--- config.mk ---
export PLATFORM = sky130hd
export DESIGN_NAME = register_access_channel
export DESIGN_NICKNAME = d
export VERILOG_FILES = /design/src/rtl/rac_pkg.sv /design/src/rtl/rac_cmd_decode.sv /design/src/rtl/rac_fsm.sv /design/src/rtl/rac_status.sv /design/src/rtl/register_access_channel.sv
export SDC_FILE = /design/constraint.sdc
export NUM_CORES = 1
export LEC_CHECK = 0
export BUFFER_PORTS_ARGS = -buffer_cell sky130_fd_sc_hd__buf_2
export CORE_MARGIN = 1
export CORE_UTILIZATION = 44
export DETAILED_ROUTE_END_ITERATION = 7
export HOLD_SLACK_MARGIN = 0.12
export PLACE_DENSITY_LB_ADDON = 0.05
export SETUP_SLACK_MARGIN = 0.1
export SKIP_CTS_REPAIR_TIMING = 1
export SLEW_MARGIN = 0
export SYNTH_ARGS = -nofsm -noshare
export SYNTH_HDL_FRONTEND = slang
export SYNTH_SLANG_ARGS = --single-unit
--- constraint.sdc ---
create_clock -name clk -period 1.95 [get_ports clk]
set_input_delay 0.0975 -clock clk [delete_from_list [all_inputs] [get_ports clk]]
set_output_delay 0.0975 -clock clk [all_outputs]
set_load 0.01 [all_outputs]
--- src/rtl/rac_pkg.sv ---
// Package: shared state encoding for the register access channel.
// Assumes: state codes are visible to software through the status word,
// so their values are fixed and must not be re-encoded.
package rac_pkg;

    typedef enum logic [2:0] {
        ST_IDLE  = 3'd0,
        ST_REQ   = 3'd2,
        ST_WDATA = 3'd4,
        ST_WCLR  = 3'd6
    } chan_state_e;

    localparam int STATE_W = 3;

    // Offsets of the flag fields above the read data field.
    localparam int OFS_STATE   = 0;
    localparam int OFS_PENDING = 3;
    localparam int OFS_SYNC    = 4;
    localparam int OFS_INIT    = 5;
    localparam int FLAG_SPAN   = 6;

endpackage

--- src/rtl/rac_cmd_decode.sv ---
// Module: rac_cmd_decode
// Splits a command word into its write flag, halfword address and data.
// Assumes: the write flag is the top bit, the data occupies the low
// DATA_W bits and the address fills everything in between.
module rac_cmd_decode #(
    parameter int CMD_W  = 32,
    parameter int DATA_W = 16,
    localparam int ADDR_W = CMD_W - 1 - DATA_W
) (
    input  logic [CMD_W-1:0]  cmd_word,
    output logic              is_write,
    output logic [ADDR_W-1:0] addr,
    output logic [DATA_W-1:0] wdata
);

    // Field extraction, purely combinational.
    always_comb begin
        is_write = cmd_word[CMD_W-1];
        addr     = cmd_word[CMD_W-2:DATA_W];
        wdata    = cmd_word[DATA_W-1:0];
    end

endmodule

--- src/rtl/rac_fsm.sv ---
// Module: rac_fsm
// Transaction sequencer: accepts a command only in idle, issues a one-cycle
// remote request, waits for the acknowledge, then either returns to idle
// (write) or parks the read data until a clear strobe of 1 arrives (read).
// Assumes: the remote side acknowledges once per request, at any time after
// the request cycle; acknowledges outside wait-for-data are ignored.
module rac_fsm
    import rac_pkg::*;
#(
    parameter int ADDR_W = 15,
    parameter int DATA_W = 16
) (
    input  logic              clk,
    input  logic              rst_n,
    input  logic              cmd_wr,
    input  logic              dec_write,
    input  logic [ADDR_W-1:0] dec_addr,
    input  logic [DATA_W-1:0] dec_wdata,
    input  logic              clr_wr,
    input  logic              clr_bit,
    input  logic              rmt_ack,
    input  logic [DATA_W-1:0] rmt_rdata,
    output chan_state_e       state,
    output logic              rmt_req,
    output logic              rmt_we,
    output logic [ADDR_W-1:0] rmt_addr,
    output logic [DATA_W-1:0] rmt_wdata,
    output logic [DATA_W-1:0] rdata_q,
    output logic              cmd_err
);

    chan_state_e       state_q, state_d;
    logic              we_q;
    logic [ADDR_W-1:0] addr_q;
    logic [DATA_W-1:0] wdata_q;
    logic              err_q;
    logic              accept;
    logic              release_rd;

    // Qualify the incoming strobes against the current state.
    always_comb begin
        accept     = cmd_wr && (state_q == ST_IDLE);
        release_rd = clr_wr && clr_bit;
    end

    // Next-state selection.
    always_comb begin
        state_d = state_q;
        case (state_q)
            ST_IDLE:  if (accept) state_d = ST_REQ;
            ST_REQ:   state_d = ST_WDATA;
            ST_WDATA: if (rmt_ack) state_d = we_q ? ST_IDLE : ST_WCLR;
            ST_WCLR:  if (release_rd) state_d = ST_IDLE;
            default:  state_d = ST_IDLE;
        endcase
    end

    // State register.
    always_ff @(posedge clk) begin
        if (!rst_n) state_q <= ST_IDLE;
        else        state_q <= state_d;
    end

    // Command latch: captured only when a command is accepted.
    always_ff @(posedge clk) begin
        if (!rst_n) begin
            we_q    <= 1'b0;
            addr_q  <= '0;
            wdata_q <= '0;
        end else if (accept) begin
            we_q    <= dec_write;
            addr_q  <= dec_addr;
            wdata_q <= dec_wdata;
        end
    end

    // Read data capture on a read acknowledge.
    always_ff @(posedge clk) begin
        if (!rst_n)
            rdata_q <= '0;
        else if (state_q == ST_WDATA && rmt_ack && !we_q)
            rdata_q <= rmt_rdata;
    end

    // Sticky busy-command error.
    always_ff @(posedge clk) begin
        if (!rst_n)
            err_q <= 1'b0;
        else if (cmd_wr && state_q != ST_IDLE)
            err_q <= 1'b1;
    end

    // Output drive.
    always_comb begin
        state     = state_q;
        rmt_req   = (state_q == ST_REQ);
        rmt_we    = we_q;
        rmt_addr  = addr_q;
        rmt_wdata = wdata_q;
        cmd_err   = err_q;
    end

endmodule

--- src/rtl/rac_status.sv ---
// Module: rac_status
// Holds the init-done flag and packs the software-visible status word.
// Assumes: STS_W leaves room for the read data plus six flag bits; any
// bits above them read zero.
module rac_status
    import rac_pkg::*;
#(
    parameter int DATA_W = 16,
    parameter int STS_W  = 32
) (
    input  logic              clk,
    input  logic              rst_n,
    input  logic              init_wr,
    input  logic              init_bit,
    input  chan_state_e       state,
    input  logic [DATA_W-1:0] rdata,
    output logic [STS_W-1:0]  status_word
);

    localparam int FLD = DATA_W;

    logic init_q;
    logic pending;
    logic sync_idle;

    // Init-done flag: set by a control write of 1, cleared only by reset.
    always_ff @(posedge clk) begin
        if (!rst_n)
            init_q <= 1'b0;
        else if (init_wr && init_bit)
            init_q <= 1'b1;
    end

    // Derived flags: pending while issuing, not sync-idle while outstanding.
    always_comb begin
        pending   = (state == ST_REQ);
        sync_idle = !((state == ST_REQ) || (state == ST_WDATA));
    end

    // Status packing.
    always_comb begin
        status_word = '0;
        status_word[DATA_W-1:0]                          = rdata;
        status_word[FLD+OFS_STATE +: STATE_W]             = state;
        status_word[FLD+OFS_PENDING]                      = pending;
        status_word[FLD+OFS_SYNC]                         = sync_idle;
        status_word[FLD+OFS_INIT]                         = init_q;
    end

endmodule

--- src/rtl/register_access_channel.sv ---
// Module: register_access_channel
// Top of one host-side register access channel: command decode, the
// transaction sequencer and the status packer.
// Assumes: the remote side answers each request with one acknowledge pulse.
module register_access_channel
    import rac_pkg::*;
#(
    parameter int CMD_W  = 32,
    parameter int DATA_W = 16,
    parameter int STS_W  = 32,
    localparam int ADDR_W = CMD_W - 1 - DATA_W
) (
    input  logic              clk,
    input  logic              rst_n,
    input  logic              cmd_wr,
    input  logic [CMD_W-1:0]  cmd_word,
    input  logic              clr_wr,
    input  logic              clr_bit,
    input  logic              init_wr,
    input  logic              init_bit,
    output logic [STS_W-1:0]  status_word,
    output logic              cmd_err,
    output logic              rmt_req,
    output logic              rmt_we,
    output logic [ADDR_W-1:0] rmt_addr,
    output logic [DATA_W-1:0] rmt_wdata,
    input  logic              rmt_ack,
    input  logic [DATA_W-1:0] rmt_rdata
);

    logic              dec_write;
    logic [ADDR_W-1:0] dec_addr;
    logic [DATA_W-1:0] dec_wdata;
    chan_state_e       state;
    logic [DATA_W-1:0] rdata_q;

    rac_cmd_decode #(.CMD_W(CMD_W), .DATA_W(DATA_W)) u_dec (
        .cmd_word (cmd_word),
        .is_write (dec_write),
        .addr     (dec_addr),
        .wdata    (dec_wdata)
    );

    rac_fsm #(.ADDR_W(ADDR_W), .DATA_W(DATA_W)) u_fsm (
        .clk       (clk),
        .rst_n     (rst_n),
        .cmd_wr    (cmd_wr),
        .dec_write (dec_write),
        .dec_addr  (dec_addr),
        .dec_wdata (dec_wdata),
        .clr_wr    (clr_wr),
        .clr_bit   (clr_bit),
        .rmt_ack   (rmt_ack),
        .rmt_rdata (rmt_rdata),
        .state     (state),
        .rmt_req   (rmt_req),
        .rmt_we    (rmt_we),
        .rmt_addr  (rmt_addr),
        .rmt_wdata (rmt_wdata),
        .rdata_q   (rdata_q),
        .cmd_err   (cmd_err)
    );

    rac_status #(.DATA_W(DATA_W), .STS_W(STS_W)) u_sts (
        .clk         (clk),
        .rst_n       (rst_n),
        .init_wr     (init_wr),
        .init_bit    (init_bit),
        .state       (state),
        .rdata       (rdata_q),
        .status_word (status_word)
    );

endmodule

==> impl_metrics.ini <==
[outcome]
outcome = finished, final reports clean

[final_layout]
multi_input_area_um2 = 951
area_growth_pct = 53.1
antennaDiodeCount = 0
layout.cells.non_filler = 462
regArea_mm2 = 0.00104
nFillCells = 408
drive_gt1_share_pct = 30.1
nets = 471

[timing]
period_share_pct = 81.8
finClkSkew_ps = 5.45
relSlewSlack_pct = 66.5
rsz0062_at_grt = false
fmax_mhz = 627
fin_crit_ps = 1590
setup_viol = 0
worst_pin_slew_ps = 502
hold_viol_final = 0
setup_tns_ps = 0
drv_slew = 0

[die]
core_mm2 = 0.00469
fp.dieArea_mm2 = 0.00516
rows = 25
chipWidth_um = 71.8
io_pins = 122
die_h_um = 71.8
initial_utilization_pct = 45.7

[power]
power_frac_seq_pct = 43.3
p_int_mw = 2.05
switchingPower_mw = 0.987
combPwrFrac_pct = 33.5
p_per_area_mw_per_mm2 = 925
power_frac_clock_pct = 23.1
power_leakage_nw = 1.57
p_total_mw = 3.04
p_sw_share_pct = 32.5
ir_drop_mv = 0.578

[logic_synthesis]
yosys_warnings = 0
ys_ff_latch = 52
syn_area_mm2 = 0.00215
synthCells = 255
avgSynthCellArea_um2 = 8.41
ys_seq_area_share_pct = 48.5
ys_types = 22

[grt]
grt_pass1_wl_um = 7380
grt_pass1_vias = 1692
grt_overflow = 0
grt_max_degree = 34
antenna_found_initial = 0
gr-usage-all-layers_pct = 18.2

[clock_tree]
root_buffer = clkbuf_8
htree_levels = 2
cts_tree = yes
cts_inserted_buffers = 5
clk_path_buf_depth = 2
cts.sinks = 52
insertion_delay_ps = 300
path_clk_slew_ps = 90

[worst_setup_path]
cp_slowest_cell = a222oi_1
cp_max_fo = 6
worst_path_largest_cell_delay_ps = 500
crit_required_ps = 2180
cp-start-kind = flop
worstSetupEndpointType = flop
crit_path_cell_trace = inv_1, ha_1, a222oi_1, mux2i_1
cp.arrival_ps = 1820
path_class = reg2reg

[route]
ant_nets = 0
avgRoutedWirePerCell_um = 11.6
drtIter0Drc = 88
route.detailed.drc = 0
vias_per_cell = 4.58
wirelength_um = 5340
firstDrtPassIters = 5
vias = 2117

[place]
hpwlAfterDp_um = 3320
port_buffers = 110
place_congestion = 0.764
placedCellCount = 406

[min_path]
hold_class = in2reg

[job]
cap_violations = 0
## per-layer routing
layer / vias up / wire length [µm] / track usage [%]
met5: - / 0 / 0
met4: 0 / 73 / 5.88
met3: 8 / 276 / 5.20
met2: 69 / 2640 / 31.6
met1: 947 / 2350 / 21.6
li1: 1093 / - / -
## cell type report
type	count	area share, %
Clock inverter	1	0.914
Clock buffer	5	2.09
Multi-Input combinational cell	179	28.9
Sequential cell	52	31.7
Inverter	5	0.571
Tap cell	54	2.06
Timing Repair Buffer	166	33.7
## path summary, 6_finish.rpt
path                                    endpoint  cells after the start                      startpoint  slack [ps]
setup / recovery     u_fsm.state[1]$_SDFFE_PN0P_                      4     u_fsm.state[1]$_SDFFE_PN0P_         360
hold / removal        u_fsm.cmd_err$_SDFFE_PN0P_                      4                          cmd_wr         160
setup reg to reg     u_fsm.state[1]$_SDFFE_PN0P_                      4     u_fsm.state[1]$_SDFFE_PN0P_         360
hold reg to reg   u_fsm.rdata_q[13]$_SDFFE_PN0P_                      2  u_fsm.rdata_q[13]$_SDFFE_PN0P_         460
## stage by stage
step	util, %	worst slack, ps	area, µm²	hold WS [ps]
6_report	70.0	355	3290	164
5_1_grt	70.0	192	3290	225
4_1_cts	59.4	330	2790	14.3
3_5_place_dp	57.3	358	2690	343
3_3_place_gp	57.3	404	2690	339
2_1_floorplan	-	453	2180	232
## sequential cells by signal, indices dropped and copies added, names as in the netlist
| register | flops |
|---|---|
| u_fsm.state | 2 |
| u_fsm.rmt_we | 1 |
| u_fsm.rdata_q | 16 |
| u_fsm.cmd_err | 1 |
| u_fsm.rmt_addr | 15 |
| u_sts.init_q | 1 |
| u_fsm.rmt_wdata | 16 |
## worst max-delay path, delay by kind of cell (launching register included)
family | cells | cell delay (ps)
buf+inv | 1 | 110
compound gates | 1 | 500
fa+ha+maj | 1 | 240
mux | 1 | 240
flops | 1 | 440
## placed cells by master (no fill, tap or decap)
cell type | Yosys | routed
buf_2 | 5 | 110
nand2_1 | 100 | 100
dfxtp_1 | 52 | 52
dlygate4sd3_1 | 0 | 50
a21boi_0 | 42 | 42
conb_1 | 1 | 11
a21boi_1 | 6 | 6
ha_1 | 6 | 6
inv_1 | 5 | 5
clkbuf_8 | 0 | 5
buf_4 | 15 | 5
nor2b_1 | 3 | 3
o21ai_0 | 2 | 2
mux2i_1 | 2 | 2
and2_2 | 1 | 1
a222oi_1 | 1 | 1
and3b_1 | 1 | 1
nand3b_1 | 1 | 1
a21oi_1 | 1 | 1
nor2_1 | 1 | 1
o21a_1 | 1 | 1
bufinv_16 | 0 | 1
buf_12 | 0 | 1
## cells in the mapped netlist
cell type    n  area (µm²)
nand2_1    100         375
dfxtp_1     52        1040
a21boi_0    42         315
buf_4       15         113
a21boi_1     6        45.0
ha_1         6        75.1
buf_2        5        25.0
clkbuf_1     5        18.8
inv_1        5        18.8
buf_1        3        11.3
nor2b_1      3        18.8
mux2i_1      2        20.0
o21ai_0      2        10.0
a21oi_1      1        5.00
a222oi_1     1        10.0
and2_2       1        7.51
and3b_1      1        8.76
clkbuf_2     1        5.00
conb_1       1        3.75
nand3b_1     1        7.51
nor2_1       1        3.75
o21a_1       1        7.51
## power by group through the flow
stage                     logic [mW]  registers, mW  clock network, mW
after CTS                      0.947           1.32              0.724
final                           1.02           1.32              0.703
after detailed placement       0.944           1.34                  0
after global routing            1.14           1.34              0.758
after floorplan                0.529           1.41                  0
after global placement         0.938           1.33                  0
## kinds of logic (layout without fill, tap and decap cells)
group                    Yosys count  count (layout)  synth area share, %
flip-flops                        52              52                 48.5
adder cells (fa/ha/maj)            6               6                 3.50
buffers and inverters             34             177                 8.92
other                              1              11                0.175
AND/OR/NAND/NOR                  107             107                 19.7
AO/OA/AOI/OAI                     53              53                 18.3
multiplexers                       2               2                0.933
(Power assumes the default switching activity.)
